[config.mk]
export PLATFORM = sky130hd
export DESIGN_NAME = hs_pixel_stream
export DESIGN_NICKNAME = d
export VERILOG_FILES = /design/src/rtl/hs_pkg.sv /design/src/rtl/hs_wr_decode.sv /design/src/rtl/hs_cursor.sv /design/src/rtl/hs_emit.sv /design/src/rtl/hs_pixel_stream.sv
export SDC_FILE = /design/constraint.sdc
export NUM_CORES = 1
export LEC_CHECK = 0
export BUFFER_PORTS_ARGS = -buffer_cell sky130_fd_sc_hd__buf_2
export CAP_MARGIN = 40
export CORE_MARGIN = 2
export CORE_UTILIZATION = 45
export DETAILED_ROUTE_END_ITERATION = 10
export PLACE_DENSITY = 0.77
export RECOVER_POWER = 50
export SKIP_CTS_REPAIR_TIMING = 1
export SLEW_MARGIN = 20
export SYNTH_ARGS = -nofsm -noshare
export SYNTH_HDL_FRONTEND = slang
export SYNTH_SLANG_ARGS = --single-unit
[constraint.sdc]
create_clock -name clk -period 7.9 [get_ports clk]
set_input_delay 0.395 -clock clk [delete_from_list [all_inputs] [get_ports clk]]
set_output_delay 0.395 -clock clk [all_outputs]
set_load 0.02 [all_outputs]
[src/rtl/hs_pkg.sv]
package hs_pkg;
   localparam int PIX_W = 32;
   localparam int HALF_W = PIX_W / 2;

   typedef enum logic {
      SRC_WIDE = 1'b0,
      SRC_HALF = 1'b1
   } src_depth_e;
endpackage

[src/rtl/hs_wr_decode.sv]
module hs_wr_decode #(
   parameter int ADDR_W    = 4,
   parameter int START_OFS = 0,
   parameter int CONT_OFS  = 4
) (
   input  logic              wr_en,
   input  logic [ADDR_W-1:0] wr_addr,
   input  logic              out_full,
   input  logic              busy,
   output logic              take_start,
   output logic              take_cont,
   output logic              host_wait
);
   logic hit_start, hit_cont, can_take;

   assign hit_start  = (wr_addr == ADDR_W'(START_OFS));
   assign hit_cont   = (wr_addr == ADDR_W'(CONT_OFS));
   assign can_take   = wr_en & ~out_full;
   assign host_wait  = wr_en & out_full;
   assign take_start = can_take & hit_start & ~busy;
   assign take_cont  = can_take & hit_cont & busy;
endmodule

[src/rtl/hs_cursor.sv]
module hs_cursor #(
   parameter int COORD_W = 12
) (
   input  logic               clk,
   input  logic               rst_n,
   input  logic               take_start,
   input  logic               take_cont,
   input  logic [COORD_W-1:0] x0,
   input  logic [COORD_W-1:0] y0,
   input  logic [COORD_W-1:0] x1,
   input  logic [COORD_W-1:0] y1,
   output logic [COORD_W-1:0] pix_x,
   output logic [COORD_W-1:0] pix_y,
   output logic               fire,
   output logic               busy
);
   logic [COORD_W-1:0] nxt_x, nxt_y;
   logic at_row_end, at_last;

   assign fire       = take_start | take_cont;
   assign pix_x      = take_start ? x0 : nxt_x;
   assign pix_y      = take_start ? y0 : nxt_y;
   assign at_row_end = (pix_x == x1);
   assign at_last    = at_row_end & (pix_y == y1);

   always_ff @(posedge clk or negedge rst_n) begin
      if (!rst_n) begin
         busy  <= 1'b0;
         nxt_x <= '0;
         nxt_y <= '0;
      end else if (fire) begin
         busy <= ~at_last;
         if (at_row_end) begin
            nxt_x <= x0;
            nxt_y <= pix_y + 1'b1;
         end else begin
            nxt_x <= pix_x + 1'b1;
            nxt_y <= pix_y;
         end
      end
   end
endmodule

[src/rtl/hs_emit.sv]
module hs_emit
   import hs_pkg::*;
#(
   parameter int COORD_W    = 12,
   parameter int DADDR_W    = 32,
   parameter int ADDR_SHIFT = 2,
   parameter bit SUPPORT_16 = 1'b1
) (
   input  logic               clk,
   input  logic               rst_n,
   input  logic               fire,
   input  logic [COORD_W-1:0] pix_x,
   input  logic [COORD_W-1:0] pix_y,
   input  logic [DADDR_W-1:0] base,
   input  logic [COORD_W-1:0] stride,
   input  logic               mode,
   input  logic [PIX_W-1:0]   data,
   output logic               out_valid,
   output logic [DADDR_W-1:0] out_addr,
   output logic [PIX_W-1:0]   out_data
);
   localparam int ROW_W = 2 * COORD_W;
   localparam int OFF_W = ROW_W + 1;

   logic [ROW_W-1:0]   row_ofs;
   logic [OFF_W-1:0]   pix_ofs;
   logic [DADDR_W-1:0] addr_n;
   logic [PIX_W-1:0]   data_n;

   assign row_ofs = ROW_W'({{COORD_W{1'b0}}, pix_y} * {{COORD_W{1'b0}}, stride});
   assign pix_ofs = {1'b0, row_ofs} + {{(COORD_W+1){1'b0}}, pix_x};
   assign addr_n  = base + (DADDR_W'(pix_ofs) << ADDR_SHIFT);

   generate
      if (SUPPORT_16) begin : g_half
         assign data_n = (src_depth_e'(mode) == SRC_HALF) ?
                         {{HALF_W{1'b0}}, data[HALF_W-1:0]} : data;
      end else begin : g_wide
         logic unused_mode;
         assign unused_mode = mode;
         assign data_n = data;
      end
   endgenerate

   always_ff @(posedge clk or negedge rst_n) begin
      if (!rst_n) begin
         out_valid <= 1'b0;
         out_addr  <= '0;
         out_data  <= '0;
      end else begin
         out_valid <= fire;
         if (fire) begin
            out_addr <= addr_n;
            out_data <= data_n;
         end
      end
   end
endmodule

[src/rtl/hs_pixel_stream.sv]
module hs_pixel_stream #(
   parameter int ADDR_W     = 4,
   parameter int START_OFS  = 0,
   parameter int CONT_OFS   = 4,
   parameter int COORD_W    = 12,
   parameter int DADDR_W    = 32,
   parameter int ADDR_SHIFT = 2,
   parameter bit SUPPORT_16 = 1'b1
) (
   input  logic               clk,
   input  logic               rst_n,
   input  logic               wr_en,
   input  logic [ADDR_W-1:0]  wr_addr,
   input  logic [31:0]        wr_data,
   output logic               host_wait,
   input  logic [COORD_W-1:0] dst_x0,
   input  logic [COORD_W-1:0] dst_y0,
   input  logic [COORD_W-1:0] dst_x1,
   input  logic [COORD_W-1:0] dst_y1,
   input  logic [DADDR_W-1:0] dst_base,
   input  logic [COORD_W-1:0] stride,
   input  logic               src_mode,
   input  logic               out_full,
   output logic               out_valid,
   output logic [DADDR_W-1:0] out_addr,
   output logic [31:0]        out_data,
   output logic               busy
);
   generate
      if (COORD_W < 2 || COORD_W > 16) begin : g_bad_coord
         $error("COORD_W out of range");
      end
      if (DADDR_W < 2 * COORD_W + 1 + ADDR_SHIFT) begin : g_bad_addr
         $error("DADDR_W too narrow for the pixel offset");
      end
      if (START_OFS == CONT_OFS || START_OFS >= (1 << ADDR_W) || CONT_OFS >= (1 << ADDR_W)) begin : g_bad_ofs
         $error("register offsets invalid");
      end
   endgenerate

   logic take_start, take_cont, fire;
   logic [COORD_W-1:0] pix_x, pix_y;

   hs_wr_decode #(
      .ADDR_W(ADDR_W), .START_OFS(START_OFS), .CONT_OFS(CONT_OFS)
   ) u_dec (
      .wr_en(wr_en), .wr_addr(wr_addr), .out_full(out_full), .busy(busy),
      .take_start(take_start), .take_cont(take_cont), .host_wait(host_wait)
   );

   hs_cursor #(.COORD_W(COORD_W)) u_cur (
      .clk(clk), .rst_n(rst_n), .take_start(take_start), .take_cont(take_cont),
      .x0(dst_x0), .y0(dst_y0), .x1(dst_x1), .y1(dst_y1),
      .pix_x(pix_x), .pix_y(pix_y), .fire(fire), .busy(busy)
   );

   hs_emit #(
      .COORD_W(COORD_W), .DADDR_W(DADDR_W), .ADDR_SHIFT(ADDR_SHIFT), .SUPPORT_16(SUPPORT_16)
   ) u_emit (
      .clk(clk), .rst_n(rst_n), .fire(fire), .pix_x(pix_x), .pix_y(pix_y),
      .base(dst_base), .stride(stride), .mode(src_mode), .data(wr_data),
      .out_valid(out_valid), .out_addr(out_addr), .out_data(out_data)
   );
endmodule

# Word level (Yosys, flattened, before mapping)

Index checks and enable logic that the tools add are counted.

Logic and storage cells: 31
Flip-flop bits (word level): 90
Output and inout bits: 67
Input bits: 133

Equal/unequal tests: 3
Add/subtract/negate cells: 4
$mul: 1
Bitwise logic cells: 11
Multiplexer cells: 5
Reduce and logical (&&, ||, !) cells: 1

Operators with widths:

| cell                    | number |
|---|---|
| $mux W12                | 4 |
| $add A32 B27 Y32        | 1 |
| $mux W32                | 1 |
| $add A24 B12 Y25        | 1 |
| $add A12 B1 Y12 const B | 2 |
| $eq A12 B12 Y1          | 2 |
| $mul A12 B12 Y24        | 1 |
| $and A1 B1 Y1           | 7 |
| $eq A4 B3 Y1 const B    | 1 |
| $logic_not A4 Y1        | 1 |
| $not A1 Y1              | 3 |
| $or A1 B1 Y1            | 1 |

# Logic depth before layout (Yosys ltp)

Word-level depth: 8
Gate-level depth with buffers: 38
Depth with buffers taken out: 32

# Modules after synthesis

Synthesis repeated with hierarchy kept, for this count alone.

Cells, all modules: 1317
Area total of the unflattened synthesis: 11841.4 µm²

By module, submodules not included:

| module       | cells each | instances | sequential area each (µm²) | area an instance (µm²) |
|---|---|---|---|---|
| hs_emit      | 983        | 1         | 1626.6                     | 9137.5 |
| hs_cursor    | 328        | 1         | 625.6                      | 2661.3 |
| hs_wr_decode | 6          | 1         | 0.0                        | 42.5 |

# Worst setup path after synthesis

No wires, ideal clock.

Path kind: input-to-reg
Start point: input port wr_addr[1]
End point: register u_emit.out_addr[27]
Stages on the path: 35
Arrival: 8.523 ns
Required time: 7.772 ns
Setup time: 0.128 ns
Slack: -0.751 ns
Buffers on the path: 5
Cells stage by stage: or4b_1 -> or4_1 -> buf_6 -> buf_6 -> clkbuf_1 -> clkbuf_1 -> nand2_1 -> nand2_1 -> clkbuf_1 -> and2_1 -> fa_1 -> inv_1 -> fa_1 -> inv_1 -> fa_1 -> inv_1 -> fa_1 -> fa_1 -> inv_1 -> ha_1 -> o21a_1 -> o21ai_0 -> a221oi_1 -> o2111ai_1 -> a21oi_1 -> nor4_1 -> a211oi_1 -> xor2_1 -> ha_1 -> nand3_1 -> a2111oi_0 -> o21ai_0 -> o21bai_1 -> mux2i_1 -> nand3_1

Cells in the longest elaborated chain, start to end: 7
Elaborated cells on any way between the ends: 12
Those cells by class: 2 x add/sub; 1 x mul; 1 x eq/ne; 2 x mux; 5 x bitwise; 1 x reduce/logical

Ends and longest elaborated chain:

| item                       | RTL line              | source |
|---|---|---|
| start: declaration         | hs_pixel_stream.sv:13 | `input logic [ADDR_W-1:0] wr_addr,` |
| $logic_not A4 Y1           | hs_wr_decode.sv:16    | `assign hit_start = (wr_addr == ADDR_W'(START_OFS));` |
| $and A1 B1 Y1 (2 in a row) | hs_wr_decode.sv:20    | `assign take_start = can_take & hit_start & ~busy;` |
| $mux W12                   | hs_cursor.sv:22       | `assign pix_y = take_start ? y0 : nxt_y;` |
| $mul A12 B12 Y24           | hs_emit.sv:30         | `assign row_ofs = ROW_W'({{COORD_W{1'b0}}, pix_y} * {{COORD_W{1'b0}}, stride});` |
| $add A24 B12 Y25           | hs_emit.sv:31         | `assign pix_ofs = {1'b0, row_ofs} + {{(COORD_W+1){1'b0}}, pix_x};` |
| $add A32 B27 Y32           | hs_emit.sv:32         | `assign addr_n = base + (DADDR_W'(pix_ofs) << ADDR_SHIFT);` |
| end signal: assignment     | hs_emit.sv:53         | `out_addr <= addr_n;` |
| end: declaration           | hs_emit.sv:19         | `output logic [DADDR_W-1:0] out_addr,` |

Several ways; a longest one is shown, not always the timed one.
A chain may end at the register's enable or synchronous reset.

# Final worst setup path

Start point: input port wr_addr[1]
End point: register u_emit.out_addr[29]

Same word-level chain as after synthesis.

==> reports/results.tsv <==
stage	metric	value	unit
route	routed_wl	32300	um
sta	slew_viol_final	87	
floorplan	die_h	165	um
critical_path	crit_end	u_emit.out_addr[29]$_DFFE_PN0P_	
yosys	synth_area	0.0117	mm^2
route	wire_per_inst	16.1	um
yosys	ys_seq_area_frac	0.192	
grt	grt_max_degree	84	
sta	hold_viol	0	
critical_path	cp_common_cell	fa_1	
floorplan	row_count	59	
grt	grt_use_total	0.236	
min_path	hp-class	primary input to register	
sta	timing.final.crit_share	0.974	
yosys	synth_top_family_by_area	adder cells	
power_and_ir_drop	p_per_area	131	mW/mm^2
yosys	synth.distinct_cells	67	
grt	grt_overflow_total	0	
power_and_ir_drop	p_leak	7.38	nW
floorplan	core	0.0258	mm^2
sta	rsz0062_at_grt	true	
sta	relSlewSlack	-1.11	
layout	area_growth	22.5	%
placed_design	place_ws	-259	ps
critical_path	cp_top_family	adder cells	
yosys	yosys.area_share.simple	0.218	
grt	grt_first_pass_wirelength	51700	um
yosys	synth_compound_area_frac	0.130	
cts	tritoncts.num_buffers	9	
cts	clkLatencyLatePin	360	ps
floorplan	dieWidth	165	um
yosys	muxShareOfSynthArea	0.0171	
critical_path	worstSetupStartpoint	wr_addr[1]	
yosys	synth_ff_type	dfrtp_1	
power_and_ir_drop	max-vdd-ir-drop	0.121	mV
grt	grt_pass1_vias	10900	
yosys	synth-edff-count	0	
yosys	synth.largest_area_cell	fa_1	
route	dr_total_vias	10900	
sta	worst_slew_pin_slew	3170	ps
sta	final.setup_skew	14.9	ps
run_status	violations	max-capacitance violations, max-slew violations	
critical_path	arrival	7920	ps
critical_path	path_buf_inv	8	
floorplan	die_area	0.0274	mm^2
placed_design	place.gp.congestion	0.932	
route	viasPerCell	5.41	
yosys	synthAdderAreaFrac	0.302	
critical_path	r2r_setup_slack	340	ps
yosys	synth.net_count	1768	
yosys	yosysWarningCount	0	
sta	fin_setup_tns	0	ps
cts	cts.htree.levels	3	
floorplan	ioPinCount	200	
critical_path	slowest_stage	or4b_4	
cts	cts_tree	yes	
run_status	outcome	finished with violations	
min_path	min_from	wr_data[1]	
layout	num-fill-cells	2390	
sta	setup_viol	0	
critical_path	crit_fanout	6	
cts	cts.sinks	90	
route	ant_nets	0	
layout	drive_gt1_frac	0.194	
yosys	synth_commonest_cells	nand2_1 (263), inv_1 (170), fa_1 (113)	
critical_path	slowest_delay	560	ps
placed_design	dp_hpwl	25200	um
route	drt_pass1_iterations	5	
yosys	synthArstFlopShare	1.00	
critical_path	rr_endpoint	u_emit.out_addr[29]$_DFFE_PN0P_	
grt	antenna_found_initial	3	
yosys	yosysTopAreaCellShare	0.193	
cts	cts_max_path_buffers	2	
sta	setup_ws	203	ps
cts	cts-root-buf	clkbuf_16	
layout	final_core_util	0.556	
yosys	synth-xor-area-share	0.0634	
yosys	ys_ff_latch	90	
route	drtIter0Drc	880	
yosys	netlist_instances	1420	
sta	min_period	7700	ps
route	drc_errors	0	
critical_path	critPathLaunchType	primary input	
critical_path	reg2reg_depth	31	
placed_design	io_buffer_count	199	
floorplan	start_util	0.454	
critical_path	required	8130	ps
layout	fin_nets	2017	
job	cap_violations	2	
yosys	syn_avg_cell_area	8.26	um^2
critical_path	cp-end-kind	register	
cts	clk_pin_slew_worst_paths	70	ps
sta	max_freq	130	MHz
critical_path	critical_path_cell_count	35	
power_and_ir_drop	power	1.88	mW
critical_path	r2r-start	u_cur.busy$_DFFE_PN0P_	
yosys	synthTopCellsByArea	fa_1 (19%), dfrtp_1 (19%), ha_1 (11%), nand2_1 (8.4%), inv_1 (5.4%)	
yosys	yosysMostFrequentCell	nand2_1	
critical_path	crit_type	primary input to register	
how the worst min path moves through the flow:
stage                                                 end  slack, ps  cells past startpoint
after floorplan                    u_cur.busy$_DFFE_PN0P_        100                      0
after global placement    u_emit.out_data[26]$_DFFE_PN0P_        350                      1
after detailed placement  u_emit.out_data[26]$_DFFE_PN0P_        350                      1
after CTS                 u_emit.out_data[26]$_DFFE_PN0P_        -30                      1
after global routing       u_emit.out_data[1]$_DFFE_PN0P_        230                      3
final                      u_emit.out_data[1]$_DFFE_PN0P_        230                      3
per-layer routing:
layer | track usage | share of wire | routed length (um)
met1 | 0.299 | 0.41 | 13200
met2 | 0.411 | 0.50 | 16200
met3 | 0.0387 | 0.068 | 2190
met4 | 0.0737 | 0.021 | 689
met5 | 0 | 0.00022 | 7
metrics by stage:
step                cells  area [um^2]  hold WS [ps]
global placement     1970        13700           354
CTS                  1986        14000         -34.4
finish               2010        14400           227
global route         2009        14400           232
floorplan            1420        12000          99.4
detailed placement   1971        13700           350
layout by cell type, fill, tap and decap left out, types with 16 or more instances in the layout:
cell	synthesis	routed
xor2_1	32	32
nand3b_1	17	17
buf_4	0	87
nand2_1	263	253
nor2_1	57	56
dfrtp_1	90	90
nor3_1	22	21
inv_1	170	164
buf_2	2	132
nand3_1	30	26
clkbuf_1	58	69
ha_1	102	94
and2_1	88	84
a21o_1	26	25
a21oi_1	55	46
mux2i_1	16	16
o21ai_0	63	53
fa_1	113	109
xnor2_1	53	51
sequential cells by signal, indices dropped and copies added, names as in the netlist:
register / flops
u_cur.nxt_x: 12
u_emit.out_data: 32
u_cur.busy: 1
u_emit.out_valid: 1
u_cur.nxt_y: 12
u_emit.out_addr: 32
kinds of logic (layout without fill, tap and decap cells):
family | Yosys count | after routing
AOI/OAI and AO/OA | 237 | 237
DFF | 90 | 90
and+or+nand+nor | 536 | 537
adders and majority gates | 215 | 215
other | 0 | 2
buffers and inverters | 238 | 490
xor gates and xnor gates | 85 | 85
muxes | 19 | 19
where the power goes:
part,switching (mW),total (mW),internal [mW]
Sequential,0.0722,0.643,0.571
Clock,0.202,0.447,0.245
Combinational,0.493,0.788,0.296
Total,0.767,1.88,1.11
worst reg2reg max path: cells and delay by family, from the launching register on:
kind	cells	cell delay, ps
AO/OA/AOI/OAI	11	2120
flip-flops	1	480
AND/OR/NAND/NOR	6	1120
XOR/XNOR	2	340
adder cells (fa/ha/maj)	7	3040
buffers and inverters	5	340
final cells by class:
class	count	area, um^2	area share
antenna	2	5.00	0.000348
clock buffer	9	225	0.0157
clock inverter	6	67.6	0.00470
inverter	170	638	0.0444
multi-input combinational	1093	8950	0.623
sequential	90	2250	0.157
tap	335	419	0.0292
timing repair buffer	305	1820	0.126
Power figures use the tool's default switching activity.
